--- src/rtl/rdc_pkg.sv ---
`timescale 1ns/1ps
package rdc_pkg;

    localparam int WORD_W = 16;
    localparam int ADDR_W = 7;
    localparam int BYTE_W = 8;

    typedef enum logic [1:0] {
        OP_POS = 2'd0,
        OP_VEL = 2'd1,
        OP_WR  = 2'd2,
        OP_RD  = 2'd3
    } op_e;

    typedef enum logic [2:0] {
        ST_RESET,
        ST_IDLE,
        ST_SETTLE,
        ST_STROBE,
        ST_FRAME,
        ST_DONE
    } st_e;

    function automatic int max3(input int a, input int b, input int c);
        int m;
        m = (a > b) ? a : b;
        return (m > c) ? m : c;
    endfunction

    // keep the top 10+2*code bits of a word, clear the rest
    function automatic logic [WORD_W-1:0] res_mask(input logic [1:0] code);
        int drop;
        drop = 6 - 2 * int'(code);
        return {WORD_W{1'b1}} << drop;
    endfunction

endpackage

--- src/rtl/rdc_wait_timer.sv ---
`timescale 1ns/1ps
module rdc_wait_timer #(
    parameter int TW      = 3,
    parameter int RST_VAL = 3
) (
    input  logic          clk,
    input  logic          rst_n,
    input  logic          load,
    input  logic [TW-1:0] load_val,
    output logic          zero
);
    logic [TW-1:0] cnt_d, cnt_q;

    always_comb begin
        cnt_d = cnt_q;
        if (load) begin
            cnt_d = load_val;
        end else if (cnt_q != '0) begin
            cnt_d = cnt_q - TW'(1);
        end
    end

    always_ff @(posedge clk or negedge rst_n) begin
        if (!rst_n) cnt_q <= TW'(RST_VAL);
        else        cnt_q <= cnt_d;
    end

    assign zero = (cnt_q == '0);

    AST_TIMER_LOAD_TAKES: assert property (@(posedge clk) disable iff (!rst_n)
        load |=> (cnt_q == $past(load_val))) else $error("timer load");
endmodule

--- src/rtl/rdc_spi_frame.sv ---
`timescale 1ns/1ps
module rdc_spi_frame
    import rdc_pkg::*;
#(
    parameter int SCLK_HALF = 2
) (
    input  logic              clk,
    input  logic              rst_n,
    input  logic              start,
    input  logic              len16,
    input  logic [WORD_W-1:0] tx,
    input  logic              miso,
    output logic              sclk,
    output logic              fs_n,
    output logic              mosi,
    output logic              done,
    output logic [WORD_W-1:0] rx
);
    localparam int CW = (SCLK_HALF > 1) ? $clog2(SCLK_HALF) : 1;
    localparam int BW = $clog2(WORD_W);

    typedef struct packed {
        logic              active;
        logic              sclk;
        logic              fs_n;
        logic              done;
        logic [CW-1:0]     cnt;
        logic [BW-1:0]     bitn;
        logic [BW-1:0]     last;
        logic [WORD_W-1:0] sh;
        logic [WORD_W-1:0] rx;
    } eng_t;

    eng_t eng_d, eng_q;

    always_comb begin
        eng_d      = eng_q;
        eng_d.done = 1'b0;
        if (!eng_q.active) begin
            if (start) begin
                eng_d.active = 1'b1;
                eng_d.fs_n   = 1'b0;
                eng_d.sclk   = 1'b0;
                eng_d.cnt    = '0;
                eng_d.bitn   = '0;
                eng_d.last   = len16 ? BW'(WORD_W - 1) : BW'(BYTE_W - 1);
                eng_d.sh     = tx;
            end
        end else if (eng_q.cnt == CW'(SCLK_HALF - 1)) begin
            eng_d.cnt = '0;
            if (!eng_q.sclk) begin
                eng_d.sclk = 1'b1;
                eng_d.rx   = {eng_q.rx[WORD_W-2:0], miso};
            end else begin
                eng_d.sclk = 1'b0;
                if (eng_q.bitn == eng_q.last) begin
                    eng_d.active = 1'b0;
                    eng_d.fs_n   = 1'b1;
                    eng_d.done   = 1'b1;
                end else begin
                    eng_d.bitn = eng_q.bitn + BW'(1);
                    eng_d.sh   = {eng_q.sh[WORD_W-2:0], 1'b0};
                end
            end
        end else begin
            eng_d.cnt = eng_q.cnt + CW'(1);
        end
    end

    always_ff @(posedge clk or negedge rst_n) begin
        if (!rst_n) begin
            eng_q      <= '0;
            eng_q.fs_n <= 1'b1;
        end else begin
            eng_q <= eng_d;
        end
    end

    assign sclk = eng_q.sclk;
    assign fs_n = eng_q.fs_n;
    assign mosi = eng_q.active & eng_q.sh[WORD_W-1];
    assign done = eng_q.done;
    assign rx   = eng_q.rx;

    AST_SCLK_IDLE_LOW: assert property (@(posedge clk) disable iff (!rst_n)
        fs_n |-> !sclk) else $error("sclk moved outside frame");
    AST_MOSI_ON_FALL: assert property (@(posedge clk) disable iff (!rst_n)
        (!fs_n && $past(!fs_n) && !$fell(sclk)) |-> $stable(mosi)) else $error("mosi moved off falling sclk");
endmodule

--- src/rtl/rdc_host_seq.sv ---
`timescale 1ns/1ps
module rdc_host_seq
    import rdc_pkg::*;
#(
    parameter int SCLK_HALF  = 2,
    parameter int SETTLE_CYC = 3,
    parameter int SAMPLE_CYC = 2,
    parameter int RST_CYC    = 4
) (
    input  logic        clk,
    input  logic        rst_n,
    input  logic        cmd_valid,
    output logic        cmd_ready,
    input  logic [1:0]  cmd_op,
    input  logic [6:0]  cmd_addr,
    input  logic [7:0]  cmd_wdata,
    input  logic [1:0]  cmd_res,
    output logic        busy,
    output logic        rsp_valid,
    output logic [15:0] rsp_data,
    output logic        conv_rst_n,
    output logic        conv_sample_n,
    output logic [1:0]  conv_mode,
    output logic [1:0]  conv_res,
    output logic        spi_sclk,
    output logic        spi_fs_n,
    output logic        spi_mosi,
    input  logic        spi_miso,
    input  logic        flt_lot_n,
    input  logic        flt_dos_n,
    output logic [1:0]  fault_code
);
    localparam int MAXC = max3(RST_CYC, SETTLE_CYC, SAMPLE_CYC);
    localparam int TW   = $clog2(MAXC + 1);

    typedef struct packed {
        st_e               st;
        op_e               op;
        logic [ADDR_W-1:0] addr;
        logic [BYTE_W-1:0] wdata;
        logic [1:0]        res;
        logic [1:0]        mode;
        logic [1:0]        respin;
        logic              sampled;
        logic              rd_phase;
        logic              rsp_valid;
        logic [WORD_W-1:0] rdata;
        logic [1:0]        fault;
    } seq_t;

    seq_t seq_d, seq_q;

    logic              tmr_load, tmr_zero;
    logic [TW-1:0]     tmr_val;
    logic              spi_start, spi_len16, spi_done;
    logic [WORD_W-1:0] spi_tx, spi_rx;
    logic              is_normal;

    assign is_normal = (seq_q.op == OP_POS) || (seq_q.op == OP_VEL);

    rdc_wait_timer #(.TW(TW), .RST_VAL(RST_CYC - 1)) u_timer (
        .clk      (clk),
        .rst_n    (rst_n),
        .load     (tmr_load),
        .load_val (tmr_val),
        .zero     (tmr_zero)
    );

    rdc_spi_frame #(.SCLK_HALF(SCLK_HALF)) u_frame (
        .clk   (clk),
        .rst_n (rst_n),
        .start (spi_start),
        .len16 (spi_len16),
        .tx    (spi_tx),
        .miso  (spi_miso),
        .sclk  (spi_sclk),
        .fs_n  (spi_fs_n),
        .mosi  (spi_mosi),
        .done  (spi_done),
        .rx    (spi_rx)
    );

    always_comb begin
        seq_d           = seq_q;
        seq_d.rsp_valid = 1'b0;
        seq_d.fault     = {~flt_lot_n, ~flt_dos_n};
        tmr_load        = 1'b0;
        tmr_val         = '0;
        spi_start       = 1'b0;
        spi_len16       = 1'b1;
        spi_tx          = '0;
        unique case (seq_q.st)
            ST_RESET: begin
                if (tmr_zero) seq_d.st = ST_IDLE;
            end
            ST_IDLE: begin
                if (cmd_valid) begin
                    seq_d.op       = op_e'(cmd_op);
                    seq_d.addr     = cmd_addr;
                    seq_d.wdata    = cmd_wdata;
                    seq_d.res      = cmd_res;
                    seq_d.sampled  = 1'b0;
                    seq_d.rd_phase = 1'b0;
                    unique case (op_e'(cmd_op))
                        OP_POS:  seq_d.mode = 2'b00;
                        OP_VEL:  seq_d.mode = 2'b01;
                        default: seq_d.mode = 2'b11;
                    endcase
                    if (!cmd_op[1]) seq_d.respin = cmd_res;
                    seq_d.st = ST_SETTLE;
                    tmr_load = 1'b1;
                    tmr_val  = TW'(SETTLE_CYC - 1);
                end
            end
            ST_SETTLE: begin
                if (tmr_zero) begin
                    if (is_normal && !seq_q.sampled) begin
                        seq_d.st = ST_STROBE;
                        tmr_load = 1'b1;
                        tmr_val  = TW'(SAMPLE_CYC - 1);
                    end else begin
                        seq_d.st  = ST_FRAME;
                        spi_start = 1'b1;
                        spi_len16 = (seq_q.op != OP_RD);
                        if (seq_q.op == OP_WR)
                            spi_tx = {1'b1, seq_q.addr, seq_q.wdata};
                        else if (seq_q.op == OP_RD && !seq_q.rd_phase)
                            spi_tx = {1'b0, seq_q.addr, {BYTE_W{1'b0}}};
                    end
                end
            end
            ST_STROBE: begin
                if (tmr_zero) begin
                    seq_d.sampled = 1'b1;
                    seq_d.st      = ST_SETTLE;
                    tmr_load      = 1'b1;
                    tmr_val       = TW'(SETTLE_CYC - 1);
                end
            end
            ST_FRAME: begin
                if (spi_done) begin
                    if (seq_q.op == OP_RD && !seq_q.rd_phase) begin
                        seq_d.rd_phase = 1'b1;
                        seq_d.st       = ST_SETTLE;
                        tmr_load       = 1'b1;
                        tmr_val        = TW'(SETTLE_CYC - 1);
                    end else begin
                        if (is_normal)
                            seq_d.rdata = spi_rx & res_mask(seq_q.res);
                        else if (seq_q.op == OP_RD)
                            seq_d.rdata = {{BYTE_W{1'b0}}, spi_rx[BYTE_W-1:0]};
                        else
                            seq_d.rdata = '0;
                        seq_d.rsp_valid = 1'b1;
                        seq_d.st        = ST_DONE;
                    end
                end
            end
            ST_DONE: begin
                seq_d.st = ST_IDLE;
            end
            default: seq_d.st = ST_RESET;
        endcase
    end

    always_ff @(posedge clk or negedge rst_n) begin
        if (!rst_n) begin
            seq_q        <= '0;
            seq_q.st     <= ST_RESET;
            seq_q.op     <= OP_POS;
            seq_q.respin <= 2'b01;
            seq_q.res    <= 2'b01;
        end else begin
            seq_q <= seq_d;
        end
    end

    assign cmd_ready     = (seq_q.st == ST_IDLE);
    assign busy          = (seq_q.st != ST_IDLE) && (seq_q.st != ST_RESET);
    assign rsp_valid     = seq_q.rsp_valid;
    assign rsp_data      = seq_q.rdata;
    assign conv_rst_n    = (seq_q.st != ST_RESET);
    assign conv_sample_n = (seq_q.st != ST_STROBE);
    assign conv_mode     = seq_q.mode;
    assign conv_res      = seq_q.respin;
    assign fault_code    = seq_q.fault;

    // settling watch: cycles the mode lines have held with frame select high
    logic [TW-1:0] quiet_d, quiet_q;
    logic [1:0]    mode_prev_q;

    always_comb begin
        quiet_d = quiet_q;
        if (!spi_fs_n || conv_mode != mode_prev_q) quiet_d = '0;
        else if (int'(quiet_q) < SETTLE_CYC) quiet_d = quiet_q + TW'(1);
    end

    always_ff @(posedge clk or negedge rst_n) begin
        if (!rst_n) begin
            quiet_q     <= '0;
            mode_prev_q <= 2'b00;
        end else begin
            quiet_q     <= quiet_d;
            mode_prev_q <= conv_mode;
        end
    end

    AST_NO_RESERVED_MODE: assert property (@(posedge clk) disable iff (!rst_n)
        conv_mode != 2'b10) else $error("reserved mode driven");
    AST_MODE_HELD_IN_FRAME: assert property (@(posedge clk) disable iff (!rst_n)
        (!spi_fs_n && $past(!spi_fs_n)) |-> $stable(conv_mode)) else $error("mode moved in frame");
    AST_FRAME_SETTLED: assert property (@(posedge clk) disable iff (!rst_n)
        $fell(spi_fs_n) |-> (int'(quiet_q) >= SETTLE_CYC - 1)) else $error("frame before settle");
    AST_SAMPLE_OUTSIDE_FRAME: assert property (@(posedge clk) disable iff (!rst_n)
        !conv_sample_n |-> spi_fs_n) else $error("strobe inside frame");
    AST_RSP_WHILE_BUSY: assert property (@(posedge clk) disable iff (!rst_n)
        rsp_valid |-> (busy && !cmd_ready)) else $error("result outside command");
    AST_RSP_ONE_CYCLE: assert property (@(posedge clk) disable iff (!rst_n)
        rsp_valid |=> !rsp_valid) else $error("result pulse too long");
endmodule

--- config.mk ---
export PLATFORM = sky130hd
export DESIGN_NAME = rdc_host_seq
export DESIGN_NICKNAME = d
export VERILOG_FILES = /design/src/rtl/rdc_pkg.sv /design/src/rtl/rdc_wait_timer.sv /design/src/rtl/rdc_spi_frame.sv /design/src/rtl/rdc_host_seq.sv
export SDC_FILE = /design/constraint.sdc
export NUM_CORES = 1
export LEC_CHECK = 0
export BUFFER_PORTS_ARGS = -buffer_cell sky130_fd_sc_hd__buf_2
export CAP_MARGIN = 20
export CORE_UTILIZATION = 30
export CTS_BUF_LIST = sky130_fd_sc_hd__clkbuf_8 sky130_fd_sc_hd__clkbuf_16
export DETAILED_ROUTE_END_ITERATION = 6
export PLACE_DENSITY_LB_ADDON = 0.05
export RECOVER_POWER = 25
export SETUP_SLACK_MARGIN = 0.3
export SLEW_MARGIN = 20
export SYNTH_ARGS = -nofsm -noshare
export SYNTH_HDL_FRONTEND = slang
export SYNTH_SLANG_ARGS = --single-unit
--- constraint.sdc ---
create_clock -name clk -period 2.5 [get_ports clk]
set_clock_uncertainty 0.15 [all_clocks]
set_input_delay 0.625 -clock clk [delete_from_list [all_inputs] [get_ports clk]]
set_output_delay 0.625 -clock clk [all_outputs]
set_load 0.005 [all_outputs]
==> key figures, run 1 <==
Placement
  – Hpwl dp: approximately 6.1 mm
  – Final GP Congestion: 0.686
  – Port Buffers: 54
  – Pre-CTS setup slack: 0.203 ns

Power and ir drop
  – Power share of the clock group: 26.9%
  – P_int: 3.35 mW
  – Pwr/cell area: between 1000 and 1500 nW/um^2
  – Comb power frac: 28.7%
  – Maximum VDD drop: 0.352 mV
  – Switching Share: about a third
  – Sequential Power Share: 44.3%
  – Leakage: 2.45 nW
  – Switch Pwr: between 1.5 and 2 mW

Yosys
  – Syn_area_per_cell: 10.7 um^2
  – Most area-hungry cell type in the Yosys netlist: dfrtp_1
  – Most numerous cell in the Yosys netlist: nand2_1
  – Top cells by area, synth: dfrtp_1 (51%), nand2_1 (8.6%), mux2_2 (7.1%), buf_4 (4.0%), dfstp_2 (3.1%)
  – Post-synth top area share: 51.3%
  – Number of synthesized register bits: 93
  – Unique masters post-synth: 53
  – Synth warnings: 0
  – Syn Nets: 428
  – Mapped Area: between 4000 and 5000 um^2
  – Commonest cells post-synth: nand2_1 (98), dfrtp_1 (88), mux2_2 (27), buf_4 (23), o21ai_0 (19)
  – Seq/Total Area, Yosys: 54.3%
  – Syn Inst Count: 400
  – Synth async-reset ratio: 100%
  – Number of flops mapped to enable cells by yosys: 0
  – Predominant post-synthesis flop cell: dfrtp_1

Detailed routing
  – DR iter-0 viols: about 160
  – DRT Pass-1 Iters: 4
  – Remaining antenna violation count: 0
  – Met2 WL: 4.23 mm
  – WL met1: 4.68 mm
  – Routed wire length per instance: 15.0 um
  – # DRC: 0
  – Via count: 2928
  – DR vias/cell: roughly 4.7
  – DR top layer: met4
  – DR WL met3: 291 um
  – Drt total wl: 9.39 mm

STA
  – Slew Limit Fails: 0
  – Fin crit share: 85.5%
  – Slew @ Worst Pin: 0.719 ns
  – Unrepaired setup endpoints after global routing: no
  – Final number of setup-violating endpoints: 0
  – Setup TNS: 0 ns
  – Tmin final: 2.14 ns
  – Final hold vios: 0
  – Fmax: between 400 and 500 MHz
  – Worst slew margin: 52.0%
  – Final worst slack: 0.364 ns

Floorplanning
  – Horiz. Die Dim: ~120 um
  – Rows: 43
  – IO Pins: 55
  – Initial core utilization: 30.8%
  – Die area: 14800 um^2
  – Die H: 122 um
  – Core area: 13900 um^2

Layout
  – Diodes inserted: 0
  – Layout cells sized above 1: 33.3%
  – Syn-to-layout area delta: 16.7%
  – Area of the multi-input gates: 1700 um^2
  – # fillers: between 1000 and 1500
  – Net count, final: 470
  – FF/Latch Area: roughly 2300 um^2

Critical path
  – R2R setup slack: 0.37 ns
  – Worst Path Buf+Inv: 1
  – Kind of critical path: reg -> out
  – WP data required: 1.73 ns
  – Crit-path cells: or3_1, buf_2
  – CP Launch Type: flop
  – Worst Setup End Kind: output port
  – Max incr delay on CP: 0.51 ns
  – Critical path peak fanout: 13
  – Delay-heaviest family, CP: flip-flops
  – Crit path arrival time: 1.36 ns
  – CP max stage cell: dfrtp_2

Outcome
  – Outcome: completed

Min path
  – Hold Path Class: in -> reg

GRT
  – Vias in the first global route: a little under 3000
  – Total gr overflow: 0
  – Antenna violations before repair: 0
  – Largest net degree at the start of global routing: 52
  – Total global-route track usage: between 10% and 20%
  – First-pass GRT wire length: 15.4 mm

Clock tree
  – H-tree lvl count: 3
  – Worst-Skew Late Latency: 0.35 ns
  – Clock sink count: 93
  – Root Buffer: clkbuf_16
  – CTS tree: done
  – Clock slew at reported path FFs: 0.06 ns
  – Total CTS buffers: 9
  – Bufs on Longest Clock Path: 2

Job
  – Max Cap Viol: 0
[layout make-up]
| class | count | area share (%) |
|---|---|---|
| clock buffers | 9 | 4.49 |
| clock inverters | 7 | 1.35 |
| inverters | 13 | 0.974 |
| multi-input cells | 254 | 33.9 |
| flip-flops and latches | 93 | 46.6 |
| well taps | 180 | 4.49 |
| repair buffers | 71 | 8.21 |
[power by group through the flow]
stage	registers [mW]	logic, mW	clock network [mW]
after floorplan	2.13	1.11	0
after CTS	2.26	1.46	1.42
after detailed placement	2.29	1.40	0
after global routing	2.33	1.66	1.49
final	2.25	1.46	1.37
after global placement	2.29	1.39	0
[sequential cells by signal, summed over array words and instances (netlist names)]
name	flops
u_frame.done	1
fault_code	2
conv_mode	2
u_frame.sclk	1
conv_res	2
u_frame.eng_q	24
seq_q	24
u_timer.cnt_q	3
u_frame.fs_n	1
u_frame.rx	16
rsp_valid	1
rsp_data	16
[metal layers]
metal | vias to the layer above | global-route usage [%]
li1 | 1430 | -
met5 | - | 0
met1 | 1434 | 19.1
met4 | 0 | 6.33
met3 | 14 | 2.81
met2 | 50 | 20.4
[path summary, 6_finish.rpt]
check | cells after the start | from | to
min in group asynchronous | 2 | rst_n | fault_code[0]
min reg2reg | 2 | seq_q[25] | seq_q[25]
max in group asynchronous | 3 | rst_n | seq_q[39]
min | 2 | flt_dos_n | fault_code[0]
max | 2 | seq_q[44] | conv_rst_n
max reg2reg | 7 | u_timer.cnt_q[0] | u_frame.eng_q[22]
[kinds of logic (layout without fill, tap and decap cells)]
group / after synthesis / count (layout) / synth area share (%)
buffers and inverters: 56 / 100 / 7.69
and+or+nand+nor: 145 / 146 / 15.4
AOI/OAI and AO/OA: 63 / 65 / 10.8
xor gates and xnor gates: 1 / 1 / 0.204
DFF: 93 / 93 / 54.3
muxes: 39 / 39 / 10.7
adders and majority gates: 3 / 3 / 0.874
[metrics by stage]
stage               area, um^2  utilization (%)  total power [mW]  cells  hold slack [ns]
detailed placement        4630             33.2              3.69    602            0.289
global placement          4630             33.2              3.68    602            0.291
finish                    5010             36.0              5.09    627            0.273
CTS                       4980             35.7              5.14    623            0.260
floorplan                 4300                -              3.25    400            0.179
global route              5010             36.0              5.48    627            0.267
[layout by cell type, fill, tap and decap left out, types with 4 or more instances in the layout]
| master | Yosys | layout |
|---|---|---|
| a31oi_1 | 6 | 6 |
| a22o_2 | 7 | 7 |
| mux2_2 | 27 | 27 |
| dfrtp_1 | 88 | 86 |
| clkbuf_16 | 0 | 9 |
| buf_4 | 23 | 14 |
| nand2_1 | 98 | 98 |
| o21ai_0 | 19 | 19 |
| mux2_4 | 7 | 7 |
| nand2b_1 | 4 | 4 |
| nor2_1 | 12 | 12 |
| buf_2 | 2 | 53 |
| inv_1 | 13 | 14 |
| dfstp_2 | 5 | 5 |
| a22o_1 | 11 | 11 |
| mux2i_1 | 5 | 5 |
[what timing repair did]
action                                  CTS  global route
endpoints found under the setup margin   19            10
hold buffers                              1             0
resized for setup                         7             4
hold endpoints to repair                  2             0
gates cloned                              1             2
buffers inserted                          3             2
pin swaps                                 0             4
[worst reg2reg max path, cell delays in order (launching register included)]
cell     delay, ns
dfstp_2       0.54
inv_2         0.04
ha_2          0.17
ha_2          0.16
and2b_2       0.24
and4b_2       0.28
a22o_1        0.20
mux2_2        0.25
Power figures use the tool's default switching activity.
==> run 2: changes to the inputs <==
CORE_UTILIZATION = 40   (was 30)
clock period = 2.4 ns   (was 2.5 ns; I/O delays follow)
==> run 2 against run 1 <==
  * Combinational power increased by 14%
  * Die area decreased by 25%
  * Core utilization is 12 points higher
  * Largest power group unchanged
  * Non-clock buffer count rose by 10
  * Final cell count decreased by 5.7%
  * Cell area shrank 0.95%
  * Largest cell class unchanged
  * Critical path depth is 5 higher
  * Setup slack got worse by 0.11 ns
==> key figures, run 2 (same netlist as run 1, synthesis figures left out) <==
STA
  – Setup TNS: 0 ns
  – Tmin final: around 2.1 ns
  – Fin crit share: 89.4%
  – Worst slew margin: between 40% and 50%
  – Final worst slack: 0.254 ns
  – Fmax: 466 MHz
  – WHS: 0.157 ns
  – Final number of setup-violating endpoints: 0
  – Unrepaired setup endpoints after global routing: yes
  – Slew @ Worst Pin: slightly above 0.8 ns
  – Slew Limit Fails: 0
  – Final hold vios: 0

Clock tree
  – H-tree lvl count: 3
  – Bufs on Longest Clock Path: 2
  – Hold-fix buffers, CTS: 0
  – Clock sink count: 93
  – Total CTS buffers: 9
  – Clock slew at reported path FFs: 0.10 ns
  – Root Buffer: clkbuf_8
  – CTS tree: done
  – Worst-Skew Late Latency: 0.36 ns

Floorplanning
  – Core area: 10400 um^2
  – Rows: 37
  – IO Pins: 55
  – Die area: around 11000 um^2
  – Die H: about 110 um
  – Horiz. Die Dim: 106 um
  – Initial core utilization: 41.4%

Critical path
  – Crit path arrival time: 2.24 ns
  – Most used cell along the critical path: ha_4
  – Delay-heaviest family, CP: flip-flops
  – R2R setup slack: 0.25 ns
  – Kind of critical path: reg -> reg
  – Stages on the worst setup path: 7
  – Critical path peak fanout: 5
  – Worst Path Buf+Inv: 1
  – Worst reg2reg startpoint: u_timer.cnt_q[0]
  – Max incr delay on CP: 0.55 ns
  – RR Endpoint: u_frame.eng_q[17]
  – CP Launch Type: flop
  – Crit-path cells: inv_2, ha_4, ha_4, and2b_2, and4b_2, a22o_1, mux2_4
  – CP max stage cell: dfstp_2
  – Worst reg2reg path depth: 7
  – Worst Setup End Kind: flop
  – WP data required: 2.49 ns

Placement
  – Final GP Congestion: 0.775
  – Pre-CTS setup slack: about 0.16 ns
  – Placed cell area: 4590 um^2
  – Hpwl dp: 5.65 mm
  – Port Buffers: 54
  – Post-placement cell count: 557

Layout
  – Commonest non-fill, non-tap cells in the layout: nand2_1 (98), dfrtp_1 (85), buf_2 (53)
  – Final core occ: ~48%
  – Layout cells sized above 1: 35.6%
  – Diodes inserted: 0
  – Syn-to-layout area delta: 15.6%
  – Commonest non-fill, non-tap cell in the layout: nand2_1
  – Net count, final: 478
  – Fin area: 4960 um^2
  – Top Registers: seq_q (24), u_frame.eng_q (24)
  – Post-Layout Cell Count: 591

Job
  – Max Cap Viol: 0

Outcome
  – Outcome: completed

Detailed routing
  – Routed wire length per instance: 14.7 um
  – DRT Pass-1 Iters: 5
  – Remaining antenna violation count: 0
  – DR vias/cell: between 5 and 6
  – Drt total wl: 8.68 mm
  – # DRC: 0
  – Via count: about 3000
  – DR iter-0 viols: between 100 and 150

Power and ir drop
  – Tot Pwr: 5.16 mW
  – Maximum VDD drop: 0.446 mV
  – Leakage: between 2 and 2.5 nW
  – Pwr/cell area: 1040 nW/um^2

GRT
  – First-pass GRT wire length: 14.7 mm
  – Total global-route track usage: 16.9%
  – Vias in the first global route: between 2000 and 3000
  – Total gr overflow: 0
  – Largest net degree at the start of global routing: 34
  – Antenna violations before repair: 0

Min path
  – Hold Path Class: in -> async
run 2: area by class of cell:
cell class | count | area (um^2)
Timing Repair Buffer | 81 | 492
Clock buffer | 9 | 124
Fill cell | 1003 | 5410
Multi-Input combinational cell | 252 | 1690
Tap cell | 136 | 170
Sequential cell | 93 | 2340
Inverter | 13 | 48.8
Clock inverter | 7 | 98.8
run 2: where the power goes:
group          leakage [nW]  switching, mW  internal, mW
combinational          1.13          0.870         0.793
sequential             1.22          0.330          1.99
clock                 0.116          0.580         0.595
run 2: repair_timing:
action	4_1_cts	5_1_grt
setup endpoints to repair	19	20
setup buffers	14	3
gates resized for setup	10	2
pin swaps	2	2
cloned	1	0
run 2: metal layers:
layer / vias up / routed length [um] / GRT usage [%]
met5: - / 0 / 0
met3: 16 / 306 / 3.34
met1: 1467 / 4290 / 23.1
li1: 1436 / - / -
met2: 65 / 3920 / 26.1
met4: 0 / 161 / 7.04
run 2: worst max-delay path by stage:
stage                           startpoint                 to  slack (ns)
after floorplan           u_timer.cnt_q[0]  u_frame.eng_q[23]        0.29
after global placement    u_timer.cnt_q[0]  u_frame.eng_q[23]        0.16
after detailed placement  u_timer.cnt_q[0]  u_frame.eng_q[23]        0.16
after CTS                        seq_q[45]         conv_rst_n        0.25
after global routing             seq_q[46]         conv_rst_n        0.19
final                     u_timer.cnt_q[0]  u_frame.eng_q[17]        0.25
==> run 3: changes to the inputs <==
CELL_PAD_IN_SITES_DETAIL_PLACEMENT = 1   (was unset)
CELL_PAD_IN_SITES_GLOBAL_PLACEMENT = 1   (was unset)
==> run 3 against run 2 <==
  * First-iteration DRC count decreased by 34%
  * Sequential cell count unchanged
  * Clock power about the same
  * Global-route usage increased by 1.3 points
  * Largest cell class unchanged
==> key figures, run 3 (same netlist as run 1, synthesis figures left out) <==
Outcome
  – Outcome: completed

Clock tree
  – Root Buffer: clkbuf_8
  – Total CTS buffers: 9
  – Clock slew at reported path FFs: 0.10 ns
  – Hold-fix buffers, CTS: 0
  – H-tree lvl count: 3
  – Worst-Skew Late Latency: 0.37 ns
  – Bufs on Longest Clock Path: 2
  – Clock sink count: 93
  – CTS tree: done

Critical path
  – Crit path arrival time: 1.35 ns
  – Critical path peak fanout: 4
  – R2R setup slack: slightly above 0.3 ns
  – Worst Setup End Kind: output port
  – Kind of critical path: reg -> out
  – CP Launch Type: flop
  – WP data required: 1.65 ns

Job
  – Max Cap Viol: 0

Detailed routing
  – Remaining antenna violation count: 0
  – Routed wire length per instance: 15.8 um
  – # DRC: 0
  – DR iter-0 viols: 83
  – Via count: 2961
  – Drt total wl: between 9 and 10 mm
  – DR vias/cell: 5.04
  – DRT Pass-1 Iters: 4

STA
  – Final number of setup-violating endpoints: 0
  – Tmin final: 2.10 ns
  – Slew @ Worst Pin: 1.29 ns
  – Fmax: 477 MHz
  – Worst slew margin: 14.0%
  – Final hold vios: 0
  – Final worst slack: approximately 0.30 ns
  – Slew Limit Fails: 0
  – Unrepaired setup endpoints after global routing: yes
  – Fin crit share: 87.4%
  – Setup TNS: 0 ns

Layout
  – Commonest non-fill, non-tap cells in the layout: nand2_1 (98), dfrtp_1 (85), buf_2 (54)
  – Top Registers: seq_q (24), u_frame.eng_q (24)
  – Net count, final: 475
  – Area of the multi-input gates: 1720 um^2
  – Diodes inserted: 0
  – FF/Latch Area: 2340 um^2
  – Commonest non-fill, non-tap cell in the layout: nand2_1
  – Layout cells sized above 1: 35.6%
  – # fillers: 1154
  – Syn-to-layout area delta: 15.1%

Power and ir drop
  – Maximum VDD drop: around 0.54 mV
  – Sequential Power Share: roughly 45%
  – Switching Share: between 30% and 40%
  – Leakage: 2.44 nW
  – Comb power frac: 32.7%
  – Power share of the clock group: between 20% and 30%
  – P_int: about 3.4 mW
  – Pwr/cell area: 1050 nW/um^2
  – Switch Pwr: 1.82 mW

GRT
  – Total gr overflow: 0
  – Largest net degree at the start of global routing: 94
  – First-pass GRT wire length: 15.8 mm
  – Total global-route track usage: 18.1%
  – Vias in the first global route: ~3100
  – Antenna violations before repair: 0

Floorplanning
  – Rows: 37
  – Initial core utilization: 41.4%
  – Horiz. Die Dim: 106 um
  – Die area: about 11000 um^2
  – Die H: 106 um
  – Core area: 10400 um^2
  – IO Pins: 55

Min path
  – Hold Path Class: in -> reg

Placement
  – Pre-CTS setup slack: 0.111 ns
  – Port Buffers: 54
  – Hpwl dp: slightly below 6 mm
  – Final GP Congestion: 0.762
-- run 3: cell type report --
type	count	area share, %
Sequential cell	93	47.3
Clock buffer	9	2.51
Timing Repair Buffer	77	9.03
Tap cell	136	3.44
Inverter	13	0.987
Multi-Input combinational cell	253	34.8
Clock inverter	7	2.00
-- run 3: power groups by stage --
stage	registers [mW]	clock network (mW)	logic, mW
2_1_floorplan	2.23	0	1.20
3_3_place_gp	2.35	0	1.49
3_5_place_dp	2.36	0	1.53
4_1_cts	2.32	1.22	1.67
5_1_grt	2.38	1.27	1.92
6_report	2.31	1.18	1.70
-- run 3: timing repair --
| item | 4_1_cts | 5_1_grt |
|---|---|---|
| endpoints found under the setup margin | 19 | 24 |
| buffers inserted | 10 | 1 |
| gates resized for setup | 7 | 5 |
| pin swaps | 1 | 4 |
| gates cloned | 2 | 1 |
-- run 3: metrics by stage --
step,total power [mW],cell area [um^2],util [%],hold slack [ns],instances
2_1_floorplan,3.42,4330,-,0.154,400
3_3_place_gp,3.84,4590,44.2,0.302,558
3_5_place_dp,3.90,4590,44.2,0.303,558
4_1_cts,5.21,4910,47.4,0.140,586
5_1_grt,5.57,4940,47.7,0.194,588
6_report,5.18,4940,47.7,0.206,588
-- run 3: metal layers --
| metal | up-vias | GRT usage [%] | share of wire (%) |
|---|---|---|---|
| li1 | 1436 | - | - |
| met1 | 1464 | 25.3 | 49 |
| met2 | 52 | 28.5 | 47 |
| met3 | 9 | 2.91 | 2.7 |
| met4 | 0 | 6.55 | 1.4 |
| met5 | - | 0 | 0 |
-- run 3: worst max-delay path, cell delays in order, from the launching register on --
cell	delay, ns
dfrtp_1	0.40
buf_6	0.13
or3_1	0.33
buf_2	0.13
-- run 3: worst paths after layout --
kind | start | endpoint | depth (start not counted)
max | seq_q[45] | conv_rst_n | 3
min | flt_lot_n | fault_code[1] | 2
max reg2reg | u_timer.cnt_q[0] | u_frame.eng_q[23] | 7
min reg2reg | conv_mode[0] | conv_mode[0] | 2
max in group asynchronous | rst_n | u_frame.eng_q[37] | 2
min in group asynchronous | rst_n | rsp_data[14] | 2
